--- src/rtl/tag_pi_loop.sv ---
module tag_pi_loop #(
  parameter int TW    = 32,
  parameter int FW    = 24,
  parameter int PB    = 15,
  parameter int IW    = 32,
  parameter int KP    = 6,
  parameter int KI    = 2,
  parameter int LIMIT = 8161512
) (
  input  logic          clk,
  input  logic          rst_n,
  input  logic          loop_en,
  input  logic          clr,
  input  logic [FW-1:0] base_ofs,
  input  logic [TW-1:0] ref_tag,
  input  logic          ref_stb,
  input  logic [TW-1:0] main_tag,
  input  logic          main_stb,
  output logic [FW-1:0] hlp_word,
  output logic          hlp_valid,
  input  logic          hlp_ready,
  output logic [FW-1:0] mn_word,
  output logic          mn_valid,
  input  logic          mn_ready
);
  localparam int EW = PB + 1;
  localparam int SW = ((IW > FW) ? IW : FW) + 4;
  localparam logic [PB-1:0] HALF = PB'(1) << (PB - 1);
  localparam logic signed [SW-1:0] LIMS = SW'(LIMIT);
  localparam logic signed [IW+1:0] IMAX = {3'b000, {(IW-1){1'b1}}};
  localparam logic signed [IW+1:0] IMIN = {3'b111, {(IW-1){1'b0}}};

  function automatic logic signed [EW-1:0] wrap_err(input logic [PB-1:0] r);
    // {1,r} equals r - 2^PB in EW-bit two's complement
    return (r > HALF) ? {1'b1, r} : {1'b0, r};
  endfunction

  function automatic logic signed [IW-1:0] sat_acc(input logic signed [IW-1:0] a,
                                                   input logic signed [EW-1:0] e);
    logic signed [IW+1:0] s;
    s = $signed({{2{a[IW-1]}}, a}) +
        $signed({{(IW+2-EW){e[EW-1]}}, e}) * $signed((IW+2)'(KI));
    if (s > IMAX)      s = IMAX;
    else if (s < IMIN) s = IMIN;
    return s[IW-1:0];
  endfunction

  function automatic logic [FW-1:0] pi_word(input logic signed [FW-1:0] b,
                                            input logic signed [EW-1:0] e,
                                            input logic signed [IW-1:0] i);
    logic signed [SW-1:0] s;
    s = $signed({{(SW-FW){b[FW-1]}}, b}) +
        $signed({{(SW-EW){e[EW-1]}}, e}) * $signed(SW'(KP)) +
        $signed({{(SW-IW){i[IW-1]}}, i});
    if (s > LIMS)       return FW'(LIMIT);
    else if (s < -LIMS) return FW'(-LIMIT);
    else                return s[FW-1:0];
  endfunction

  logic [TW-1:0]        ref_q, mn_q;
  logic                 ref_rdy, mn_rdy;
  logic signed [FW-1:0] base_q;
  logic signed [IW-1:0] hint, mint;

  wire ref_acc = loop_en & ref_stb;
  wire mn_acc  = loop_en & main_stb;
  wire [TW-1:0] ref_n = ref_acc ? ref_tag : ref_q;
  wire [TW-1:0] mn_n  = mn_acc ? main_tag : mn_q;
  wire pair = (ref_rdy | ref_acc) & (mn_rdy | mn_acc);

  wire [TW-1:0] neg_ref  = '0 - ref_tag;
  wire [TW-1:0] ph_diff  = mn_n - ref_n;
  wire signed [EW-1:0] e_h = wrap_err(neg_ref[PB-1:0]);
  wire signed [EW-1:0] e_m = wrap_err(ph_diff[PB-1:0]);
  wire signed [IW-1:0] hint_n = sat_acc(hint, e_h);
  wire signed [IW-1:0] mint_n = sat_acc(mint, e_m);
  wire [FW-1:0] hw = pi_word(base_q, e_h, hint_n);
  wire [FW-1:0] mw = pi_word(base_q, e_m, mint_n);

  always_ff @(posedge clk or negedge rst_n) begin
    if (!rst_n) begin
      ref_q <= '0; mn_q <= '0; ref_rdy <= 1'b0; mn_rdy <= 1'b0;
      base_q <= '0; hint <= '0; mint <= '0;
      hlp_word <= '0; hlp_valid <= 1'b0; mn_word <= '0; mn_valid <= 1'b0;
    end else begin
      if (!loop_en) base_q <= base_ofs;
      if (clr) begin
        ref_q <= '0; mn_q <= '0; ref_rdy <= 1'b0; mn_rdy <= 1'b0;
        hint <= '0; mint <= '0;
        hlp_word <= '0; hlp_valid <= 1'b1; mn_word <= '0; mn_valid <= 1'b1;
      end else begin
        hlp_valid <= hlp_valid & ~hlp_ready;
        mn_valid  <= mn_valid & ~mn_ready;
        if (ref_acc) begin
          ref_q <= ref_tag; hint <= hint_n; hlp_word <= hw; hlp_valid <= 1'b1;
        end
        if (mn_acc) mn_q <= main_tag;
        if (pair) begin
          mint <= mint_n; mn_word <= mw; mn_valid <= 1'b1;
          ref_rdy <= 1'b0; mn_rdy <= 1'b0;
        end else begin
          ref_rdy <= ref_rdy | ref_acc;
          mn_rdy  <= mn_rdy | mn_acc;
        end
      end
    end
  end
endmodule

--- config.mk ---
export PLATFORM = sky130hd
export DESIGN_NAME = tag_pi_loop
export DESIGN_NICKNAME = d
export VERILOG_FILES = /design/src/rtl/tag_pi_loop.sv
export SDC_FILE = /design/constraint.sdc
export NUM_CORES = 1
export LEC_CHECK = 0
export ABC_CLOCK_PERIOD_IN_PS = 13860
export BUFFER_PORTS_ARGS = -buffer_cell sky130_fd_sc_hd__buf_2
export CELL_PAD_IN_SITES_DETAIL_PLACEMENT = 1
export CELL_PAD_IN_SITES_GLOBAL_PLACEMENT = 2
export CORE_UTILIZATION = 38
export DETAILED_ROUTE_END_ITERATION = 8
export PLACE_DENSITY = 0.93
export SLEW_MARGIN = 25
export SYNTH_ARGS = -nofsm -noshare
export SYNTH_HDL_FRONTEND = slang
export SYNTH_SLANG_ARGS = --single-unit
--- constraint.sdc ---
create_clock -name clk -period 13.86 [get_ports clk]
set_input_delay 0.693 -clock clk [delete_from_list [all_inputs] [get_ports clk]]
set_output_delay 0.693 -clock clk [all_outputs]
set_load 0.03 [all_outputs]
==> reports/qor.yml <==
first_pass_iters: 4
syn-cell-area_um2: 19600
hold_path.class: "in2async"
antenna_cells: 0
fin_nets: 2776
initial_core_util: 0.388
die_y_um: 229
n_fill_cell: 6106
tns_ps: 0
path_depth: 46
layout-drive-gt1-share: 0.103
gp_congestion: 0.906
place_area_um2: 20900
cpPeakStageDelay_ps: 680
path_clk_slew_ps: 90
synth_top_area_share: 0.217
synth_area_leaders: "dfrtp_1 22%, ha_1 13%, fa_1 7.0%, a21oi_1 4.6%, inv_1 4.5%"
wl_mm: 65.4
avgViaCountPerCell: 5.84
synth_flop_cell: "dfrtp_1"
fmax_mhz: 83.7
numClockSinks: 170
cts_tree: "built"
drc: 0
post-route-period-util: 0.862
cp_slowest_cell: "nand2_1"
cts-buffers-inserted: 17
cts_setup_buffers: 0
wl_per_cell_um: 21.2
die_area_um2: 52600
synth_warnings: 0
max_slew_margin: 0.280
ys_ff_latch: 170
port_buffers: 111
start_kind: "primary input"
clkLatencyLatePin_ps: 510
grtUsageTotal: 0.253
cts_resized: 0
setup-violations-final: 0
drv_slew: 0
vias: 18000
crit_required_ps: 14290
drt_iter0_markers: 851
crit_family: "compound AO/OA/AOI/OAI gates"
root_buffer: "clkbuf_16"
fin_util: 0.425
fin_ws_ps: 1910
grt_pass1_wl_mm: 106
max_cap_violations: 0
critPathKind: "in2reg"
grt_max_degree: 109
die_w_um: 229
cp.arrival_ps: 12380
synth_area_per_cell_um2: 8.38
fin_area_um2: 21500
clk_path_buf_depth: 2
crit_fanout: 23
areaGrowthSynthToFinish_pct: 9.42
first_global_vias: 19600
syn_inst: 2345
place_hpwl_mm: 51.9
fin_skew_ps: 20.7
yosysSeqAreaShare: 0.217
pre_cts_ws_ps: 1360
cp.buffers_inverters: 6
critPathCaptureType: "register"
async_reset_ff_frac: 1.00
ant_nets: 0
htree_levels: 4
cts_hold_buf: 0
fin_crit_ps: 11950
synth_edf_count: 0
core_area_um2: 50600
rsz0062_at_grt: "false"
core.rowCount: 82
yosysUniqueCellTypes: 88
pin_count: 146
hold_violations: 0
synth_top_area_cell: "dfrtp_1"
antenna_found_initial: 1
status: "completed"
syn_nets: 2718
r2r_cells: 44
grt_remaining_overflow: 0
tightest_slew_ps: 1070
==> cell usage after synthesis (12+ instances only) <==
cell type  count
o31ai_1       17
xor2_1        60
nor2_1       160
xnor2_1       93
nand3_1       39
nor2b_1       35
clkbuf_1      70
and3_1        23
nor3_1        40
dfrtp_1      170
nand4_1       33
nor4_1        13
or3_1         28
mux2_2        36
nor3b_1       12
a221o_1       50
o21bai_1      13
a21oi_1      181
buf_2         17
o21a_1        18
a211o_1       18
ha_1         208
mux2i_1       23
o21ai_0      128
a31oi_1       16
nand2b_1      21
a211oi_1      26
o211ai_1      22
and2_1        19
fa_1          69
nand2_1      163
inv_1        238
o21ai_1       26
a21o_1        76
==> per-layer routing <==
layer  GRT usage  up-vias  share of wire  wire length, um
met3      0.0330      104          0.025             1620
met5           0        -              0                0
met4       0.100        0          0.032             2120
met1       0.294     9095           0.43            27900
met2       0.468      283           0.52            33800
li1            -     8549              -                -
==> sequential cells by signal, summed over array words and instances (netlist names) <==
signal and count:
hlp_word 24, mn_rdy 1, mint 32, ref_rdy 1, mn_word 24, mn_valid 1
hint 32, mn_q 15, hlp_valid 1, ref_q 15, base_q 24
==> worst register-to-register path: cells and delay by family (launching register included) <==
| kind | cells | cell delay (ps) |
|---|---|---|
| AO/OA/AOI/OAI | 20 | 5670 |
| adder cells (fa/ha/maj) | 6 | 1900 |
| AND/OR/NAND/NOR | 10 | 1820 |
| buffers and inverters | 5 | 670 |
| flip-flops | 1 | 380 |
| XOR/XNOR | 2 | 340 |
| multiplexers | 1 | 320 |
==> metrics by stage <==
step	instances	hold slack (ps)
2_1_floorplan	2345	397
3_3_place_gp	3055	420
3_5_place_dp	3055	433
4_1_cts	3087	337
5_1_grt	3088	95.3
6_report	3088	86.2
==> cell usage in the layout (no fill, tap or decap), drive strengths merged, types with 33 or more instances in the layout <==
cell type	count
a221o	50
a21o	76
nand2	164
buf	135
fa	69
nand3	40
nor2b	35
inv	244
nor2	160
nand4	33
mux2	36
xnor2	93
dfrtp	170
nor3	42
xor2	60
a21oi	183
o21ai	156
ha	208
a211oi	33
==> cell type report <==
class	instances	area (um^2)	area share
clock buffers	17	425	0.0198
repair buffers	136	772	0.0359
well taps	672	841	0.0391
flip-flops and latches	170	4250	0.198
clock inverters	15	179	0.00833
inverters	238	893	0.0416
multi-input cells	1840	14100	0.657
==> cell families (layout without fill, tap and decap cells) <==
group | count (synthesis) | count (layout) | synth area share
flip-flops | 170 | 170 | 0.217
adder cells (fa/ha/maj) | 287 | 287 | 0.208
XOR/XNOR | 153 | 153 | 0.0682
multiplexers | 59 | 59 | 0.0324
buffers and inverters | 335 | 406 | 0.0655
AO/OA/AOI/OAI | 719 | 719 | 0.251
AND/OR/NAND/NOR | 622 | 622 | 0.158
==> final timing paths <==
kind	startpoint	to	slack, ps
max reg2reg	mn_q[1]	mn_word[18]	2700
min	rst_n	hlp_word[10]	90
min reg2reg	ref_rdy	mn_rdy	440
min in group clk	mn_ready	mn_valid	370
max in group asynchronous	rst_n	mn_word[12]	12540
max	loop_en	mn_word[18]	1910
Power is not shown: default switching activity piles up to over one toggle a cycle in this logic, so the estimate is an artifact.
